$ cat config.mk
export PLATFORM = sky130hd
export DESIGN_NAME = clkdiv_bank
export DESIGN_NICKNAME = d
export VERILOG_FILES = /design/src/rtl/clkdiv_pkg.sv /design/src/rtl/clkdiv_half.sv /design/src/rtl/clkdiv_channel.sv /design/src/rtl/clkdiv_bank.sv
export SDC_FILE = /design/constraint.sdc
export NUM_CORES = 1
export LEC_CHECK = 0
export ABC_AREA = 1
export CAP_MARGIN = 40
export CELL_PAD_IN_SITES_DETAIL_PLACEMENT = 0
export CELL_PAD_IN_SITES_GLOBAL_PLACEMENT = 1
export CORE_MARGIN = 5
export CORE_UTILIZATION = 44
export CTS_CLUSTER_DIAMETER = 100
export DETAILED_ROUTE_END_ITERATION = 12
export HOLD_SLACK_MARGIN = 0.12
export PLACE_DENSITY_LB_ADDON = 0.12
export SLEW_MARGIN = 10
export SYNTH_ARGS = -nofsm -noshare
export SYNTH_HDL_FRONTEND = slang
export SYNTH_HIERARCHICAL = 1
export SYNTH_SLANG_ARGS = --single-unit
$ cat constraint.sdc
create_clock -name clk_i -period 3.07 [get_ports clk_i]
set_input_delay 0.307 -clock clk_i [delete_from_list [all_inputs] [get_ports clk_i]]
set_output_delay 0.307 -clock clk_i [all_outputs]
set_load 0.01 [all_outputs]
$ cat src/rtl/clkdiv_pkg.sv
package clkdiv_pkg;

    localparam int CODE_W  = 4;
    localparam int BASE_W  = 2;
    localparam int RATIO_W = 7;

    typedef logic [RATIO_W-1:0] ratio_t;
    typedef logic [CODE_W-1:0]  code_t;

    typedef enum logic [1:0] {
        CH_CPU = 2'd0,
        CH_HTT = 2'd1,
        CH_SRC = 2'd2
    } chan_e;

    // Base ratio chosen by the low code field, per channel family.
    function automatic ratio_t base_ratio(chan_e ch, logic [BASE_W-1:0] sel);
        ratio_t r;
        case (sel)
            2'd0:    r = (ch == CH_HTT) ? ratio_t'(4) : ratio_t'(2);
            2'd1:    r = ratio_t'(3);
            2'd2:    r = ratio_t'(5);
            default: r = (ch == CH_SRC) ? ratio_t'(7) : ratio_t'(15);
        endcase
        return r;
    endfunction

    // Full ratio: base scaled by a power of two from the upper field.
    function automatic ratio_t decode_ratio(chan_e ch, code_t code);
        return ratio_t'(base_ratio(ch, code[BASE_W-1:0]) << code[CODE_W-1:BASE_W]);
    endfunction

endpackage

$ cat src/rtl/clkdiv_half.sv
module clkdiv_half (
    input  logic clk_i,
    input  logic rst_ni,
    input  logic start_i,
    output logic clk_o
);

    logic half_d, half_q;

    always_comb begin
        half_d = half_q;
        if (start_i) begin
            half_d = ~half_q;
        end
    end

    always_ff @(posedge clk_i or negedge rst_ni) begin
        if (!rst_ni) begin
            half_q <= 1'b0;
        end else begin
            half_q <= half_d;
        end
    end

    assign clk_o = half_q;

    AST_HALF_HOLDS_MIDPERIOD: assert property (@(posedge clk_i) disable iff (!rst_ni)
        !start_i |=> $stable(half_q));
    AST_HALF_FLIPS_AT_START: assert property (@(posedge clk_i) disable iff (!rst_ni)
        start_i |=> (half_q != $past(half_q)));

endmodule

$ cat src/rtl/clkdiv_channel.sv
module clkdiv_channel
    import clkdiv_pkg::*;
#(
    parameter chan_e KIND = CH_CPU,
    localparam int NOUT = (KIND == CH_HTT) ? 2 : 1
) (
    input  logic            clk_i,
    input  logic            rst_ni,
    input  logic [CODE_W-1:0] code_i,
    output logic [NOUT-1:0] clk_o
);

    typedef struct packed {
        ratio_t cnt;
        ratio_t ratio;
        logic   hi;
        logic   odd;
    } chan_st_t;

    localparam ratio_t ONE = ratio_t'(1);

    chan_st_t st_d, st_q;
    logic     neg_q;
    logic     wrap;
    ratio_t   next_ratio;

    always_comb begin
        next_ratio = decode_ratio(KIND, code_i);
        wrap       = (st_q.cnt == (st_q.ratio - ONE));
        st_d       = st_q;
        if (wrap) begin
            st_d.cnt   = '0;
            st_d.ratio = next_ratio;
            st_d.odd   = next_ratio[0];
        end else begin
            st_d.cnt = st_q.cnt + ONE;
        end
        st_d.hi = (st_d.cnt < (st_d.ratio >> 1));
    end

    // Reset state: ratio of one so the first live edge starts a period.
    always_ff @(posedge clk_i or negedge rst_ni) begin
        if (!rst_ni) begin
            st_q <= '{cnt: '0, ratio: ONE, hi: 1'b0, odd: 1'b0};
        end else begin
            st_q <= st_d;
        end
    end

    // Falling-edge copy stretches odd ratios by half an input cycle.
    always_ff @(negedge clk_i or negedge rst_ni) begin
        if (!rst_ni) begin
            neg_q <= 1'b0;
        end else begin
            neg_q <= st_q.hi;
        end
    end

    assign clk_o[0] = st_q.hi | (st_q.odd & neg_q);

    generate
        if (KIND == CH_HTT) begin : g_half
            clkdiv_half u_half (
                .clk_i   (clk_i),
                .rst_ni  (rst_ni),
                .start_i (wrap),
                .clk_o   (clk_o[1])
            );
        end
    endgenerate

    AST_RATIO_HELD_MIDPERIOD: assert property (@(posedge clk_i) disable iff (!rst_ni)
        !wrap |=> $stable(st_q.ratio));
    AST_RISE_AT_PERIOD_START: assert property (@(posedge clk_i) disable iff (!rst_ni)
        wrap |=> st_q.hi);
    AST_LOW_IN_LAST_CYCLE: assert property (@(posedge clk_i) disable iff (!rst_ni)
        ((st_q.cnt == (st_q.ratio - ONE)) && (st_q.ratio > ONE)) |-> !st_q.hi);
    AST_RATIO_LEGAL: assert property (@(posedge clk_i) disable iff (!rst_ni)
        wrap |=> (st_q.ratio >= ratio_t'(2)));

endmodule

$ cat src/rtl/clkdiv_bank.sv
module clkdiv_bank
    import clkdiv_pkg::*;
(
    input  logic       clk_i,
    input  logic       rst_ni,
    input  logic [3:0] cpu_code_i,
    input  logic [3:0] htt_code_i,
    input  logic [3:0] src_code_i,
    output logic       cpu_clk_o,
    output logic       htt_clk_o,
    output logic       pci_clk_o,
    output logic       src_clk_o
);

    logic [0:0] cpu_out;
    logic [1:0] htt_out;
    logic [0:0] src_out;

    clkdiv_channel #(.KIND(CH_CPU)) u_cpu (
        .clk_i  (clk_i),
        .rst_ni (rst_ni),
        .code_i (cpu_code_i),
        .clk_o  (cpu_out)
    );

    clkdiv_channel #(.KIND(CH_HTT)) u_htt (
        .clk_i  (clk_i),
        .rst_ni (rst_ni),
        .code_i (htt_code_i),
        .clk_o  (htt_out)
    );

    clkdiv_channel #(.KIND(CH_SRC)) u_src (
        .clk_i  (clk_i),
        .rst_ni (rst_ni),
        .code_i (src_code_i),
        .clk_o  (src_out)
    );

    assign cpu_clk_o = cpu_out[0];
    assign htt_clk_o = htt_out[0];
    assign pci_clk_o = htt_out[1];
    assign src_clk_o = src_out[0];

endmodule

# Yosys cells after proc, flatten, opt, wreduce, memory -nomap -nowiden
# Cells that the tools add are included.
# totals
ff_bits,52
latchBits,0
mem_bits_rw,0
mem_bits_ro,0
input_bits,14
out_inout_bits,4
wordCells,59
memories,0
# op_classes
n_addsub,6
n_mul,0
div,0
n_lt_le_gt_ge,3
n_eq_ne,9
shifts,3
muxes,9
n_bitwise,7
n_reduce_logical,3
# ops
cell,n
two-way mux 7 bit,6
case mux 4 bit (3 select lines),2
adder 7 x 1 -> 7 bit (second input constant),3
equality test 7 bit,3
< comparator 7 x 6 -> 1 bit,3
subtractor 7 x 1 -> 7 bit (second input constant),3
<< shifter 4 x 2 -> 7 bit,2
case mux 3 bit (3 select lines),1
<< shifter 3 x 2 -> 7 bit,1
equality test 2 x 1 -> 1 bit (second input constant),3
equality test 2 bit (second input constant),3
zero test 2 bit,3
bitwise AND 1 bit,3
bitwise OR 1 bit,3
inverter 1 bit,1

# Longest topological paths before layout
# logic_depth
ltp_word,5
mapped_depth,20
ltp_nobuf,20

# Modules after synthesis
# Netlist, hierarchy kept.
# by_module_without_submodules
mod,n_inst,cells_per_inst,area_each_um2,seq_area_each_um2
clkdiv_channel (u_cpu),1,161,1164.9,426.7
clkdiv_channel (u_htt),1,160,1143.6,426.7
clkdiv_channel (u_src),1,158,1116.1,426.7
clkdiv_half,1,6,43.8,25.0

==> results.sh <==
export IMPL_cts_tree="yes"
export IMPL_num_vias=2897
export IMPL_cp_slowest_cell="dfrtn_1"
export IMPL_grt_usage=0.164
export IMPL_crit_family="flip-flops"
export IMPL_cts_sinks=52
export IMPL_powerDensity_nw_per_um2=320
export IMPL_clock_power_share=0.394
export IMPL_cp_num_cells=2
export IMPL_final_antenna_net_count=0
export IMPL_core_um2=7690
export IMPL_rows=32
export IMPL_drt_wl_total_um=7170
export IMPL_drive_above_1_share=0.111
export IMPL_critPathRequiredTime_ns=2.76
export IMPL_grt_max_degree=25
export IMPL_num_io_pins=18
export IMPL_yosysWarnings=6
export IMPL_dp_hpwl_um=5830
export IMPL_diodes=0
export IMPL_crit_chain="a21o_1 > dlygate4sd2_1"
export IMPL_grt_overflow=0
export IMPL_maxSlewHeadroom=0.768
export IMPL_swShare=0.228
export IMPL_timing_final_max_slew_violations=0
export IMPL_hold_path_class="primary input to asynchronous set/reset pin"
export IMPL_synth_area_per_cell_um2=7.15
export IMPL_setup_viol=0
export IMPL_finalClockSkew_ns=0.0130
export IMPL_multi_input_area_um2=1770
export IMPL_layout_nets=546
export IMPL_startpoint_type="flip-flop"
export IMPL_grt_pass1_vias=2927
export IMPL_crit_start="u_htt/neg_q$_DFF_NN0_"
export IMPL_ir_worst_vdd_mv=0.153
export IMPL_drc=0
export IMPL_register_area_um2=1310
export IMPL_dp_slack_ns=0.204
export IMPL_rr_worst_depth=17
export IMPL_yosys_most_used_dff="dfrtp_1"
export IMPL_cp_arrival_ns=2.60
export IMPL_cts_buffers=5
export IMPL_drv_cap=0
export IMPL_grt_pass1_wl_um=13200
export IMPL_insertion_delay_ns=0.31
export IMPL_internal_power_uw=957
export IMPL_viasPerCell=4.72
export IMPL_wl_per_cell_um=11.7
export IMPL_root_buffer="clkbuf_8"
export IMPL_ys_seq_elements=52
export IMPL_worstPathBufferInverterCount=1
export IMPL_synth_cells=485
export IMPL_die_y_um=98.8
export IMPL_async_flop_share=1.00
export IMPL_antenna_found_initial=0
export IMPL_power_switching_uw=283
export IMPL_netlist_area_um2=3470
export IMPL_yosysSeqAreaShare=0.376
export IMPL_path_clk_slew_ns=0.11
export IMPL_syn_to_final_growth_pct=11.8
export IMPL_final_cell_count_no_fill=614
export IMPL_start_util=0.451
export IMPL_tightestPinTransition_ns=0.348
export IMPL_synth_edf_count=0
export IMPL_placed_cells=605
export IMPL_port_buffers=17
export IMPL_ys_types=37
export IMPL_gp_congestion=0.822
export IMPL_hold_viol_final=0
export IMPL_p_comb_frac=0.053
export IMPL_power_leakage_uw=0.00221
export IMPL_rsz0062_at_grt="no"
export IMPL_firstDrtPassIters=4
export IMPL_fin_tns_setup_ns=0
export IMPL_syn_nets=520
export IMPL_status="finished, final reports clean"
export IMPL_drt_initial_drc_count=107
export IMPL_critPathMaxStageDelay_ns=0.34
export IMPL_p_seq_frac=0.552
export IMPL_nFillCells=774
export IMPL_chipWidth_um=98.8
export IMPL_cp_max_fo=1
export IMPL_endpoint_kind="output pin"
export IMPL_cts_max_level=2
export IMPL_cts_buffer_depth=2
export IMPL_rr_startpoint="u_htt/st_q[2]$_DFFE_PN1N_"
export IMPL_fin_ws_ns=0.165
export IMPL_critPathKind="flip-flop to output pin"
export IMPL_die_area_um2=9760
## worst register-to-register path: cells and delay by family, from the launching register on
family	cells	cell delay, ns
and+or+nand+nor	8	0.64
adders and majority gates	2	0.62
DFF	1	0.57
AOI/OAI and AO/OA	3	0.48
buffers and inverters	4	0.34
## layer usage
layer,vias up,share of wire,track usage
met2,21,0.48,0.275
li1,1559,-,-
met5,-,0,0
met1,1313,0.50,0.222
met4,0,0.0073,0.0441
met3,4,0.016,0.0234
## stage by stage
step           cell area (um^2)  hold WS [ns]  power (uW)  utilization
2_1_floorplan              3470        0.0114         722            -
3_3_place_gp               3750         0.228         764        0.488
3_5_place_dp               3750         0.231         765        0.488
4_1_cts                    3870         0.439        1260        0.504
5_1_grt                    3880         0.456        1290        0.505
6_report                   3880         0.420        1240        0.505
## power by group through the flow
stage / registers [uW] / clock network, uW / logic [uW]
finish: 685 / 489 / 66.3
floorplan: 698 / 0 / 23.6
detailed placement: 698 / 0 / 66.5
CTS: 685 / 504 / 67.8
global route: 685 / 533 / 75.8
global placement: 698 / 0 / 65.5
## layout by cell type (no fill, tap or decap), types with 3 or more instances in the layout
cell type          n
ha_1              21
xor2_1            10
dfstp_2            3
a21o_1             3
dlygate4sd2_1      3
nand3_1           33
o21ai_0           22
clkdlybuf4s50_1   13
dfrtp_1           46
nor2_2             4
o21ai_2            4
clkbuf_8           5
nand2_2            4
a21oi_2            3
nand4_1            3
xnor2_1            3
buf_4              5
o21ai_1            5
dfrtn_1            3
a21oi_1           13
and3_1             3
nor2_1            57
nand2_1          130
o211ai_1           3
inv_2             15
inv_1             73
## cells by family after synthesis
family / Yosys count / share of synthesized area
mux: 1 / 0.00289
fa+ha+maj: 21 / 0.0758
xor+xnor: 13 / 0.0328
flops: 52 / 0.376
simple gates: 246 / 0.304
compound gates: 56 / 0.0949
buf+inv: 96 / 0.113
## path summary, 6_finish.rpt
check / slack [ns] / end
worst max register to register: 0.35 / u_htt/st_q[1]$_DFF_PN0_
max in group asynchronous: 0.92 / u_cpu/neg_q$_DFF_NN0_
worst min register to register: 0.49 / u_cpu/st_q[0]$_DFFE_PN0N_
min in group clk_i: 0.49 / u_cpu/st_q[0]$_DFFE_PN0N_
worst max-delay path: 0.16 / htt_clk_o
worst min-delay path: 0.42 / u_htt/st_q[3]$_DFF_PN0_
## flip-flops by register name (all words and copies together), names as in the netlist
signal / cells
u_cpu/st_q: 16
u_htt/st_q: 16
u_src/st_q: 16
u_cpu/neg_q: 1
u_htt/g_half.u_half/clk_o: 1
u_htt/neg_q: 1
u_src/neg_q: 1
## layout make-up
type | instances | area share
Inverter | 92 | 0.0906
Tap cell | 102 | 0.0329
Clock buffer | 5 | 0.0177
Clock inverter | 3 | 0.0119
Timing Repair Buffer | 23 | 0.0539
Sequential cell | 52 | 0.336
Multi-Input combinational cell | 337 | 0.456
## synth_stat cells, types with 4 or more instances
master,number,share of area
dfrtp_1,46,0.33
buf_6,4,0.013
nand3_1,33,0.048
a21oi_1,13,0.019
nor2_1,57,0.062
ha_1,21,0.076
nand2_1,130,0.14
o21ai_1,5,0.0072
o21ai_0,22,0.032
inv_2,15,0.016
nand2_2,4,0.0072
nor2_2,4,0.0072
o21ai_2,4,0.010
xor2_1,10,0.025
inv_1,74,0.080
## timing repair
item / 4_1_cts / 5_1_grt
hold buffers: 1 / 0
hold endpoints to repair: 6 / 0
buffers inserted: 0 / 0
pin swaps: 0 / 0
gates resized for setup: 3 / 1
endpoints found under the setup margin: 3 / 1
No activity file was read; power rests on OpenSTA's default activity.
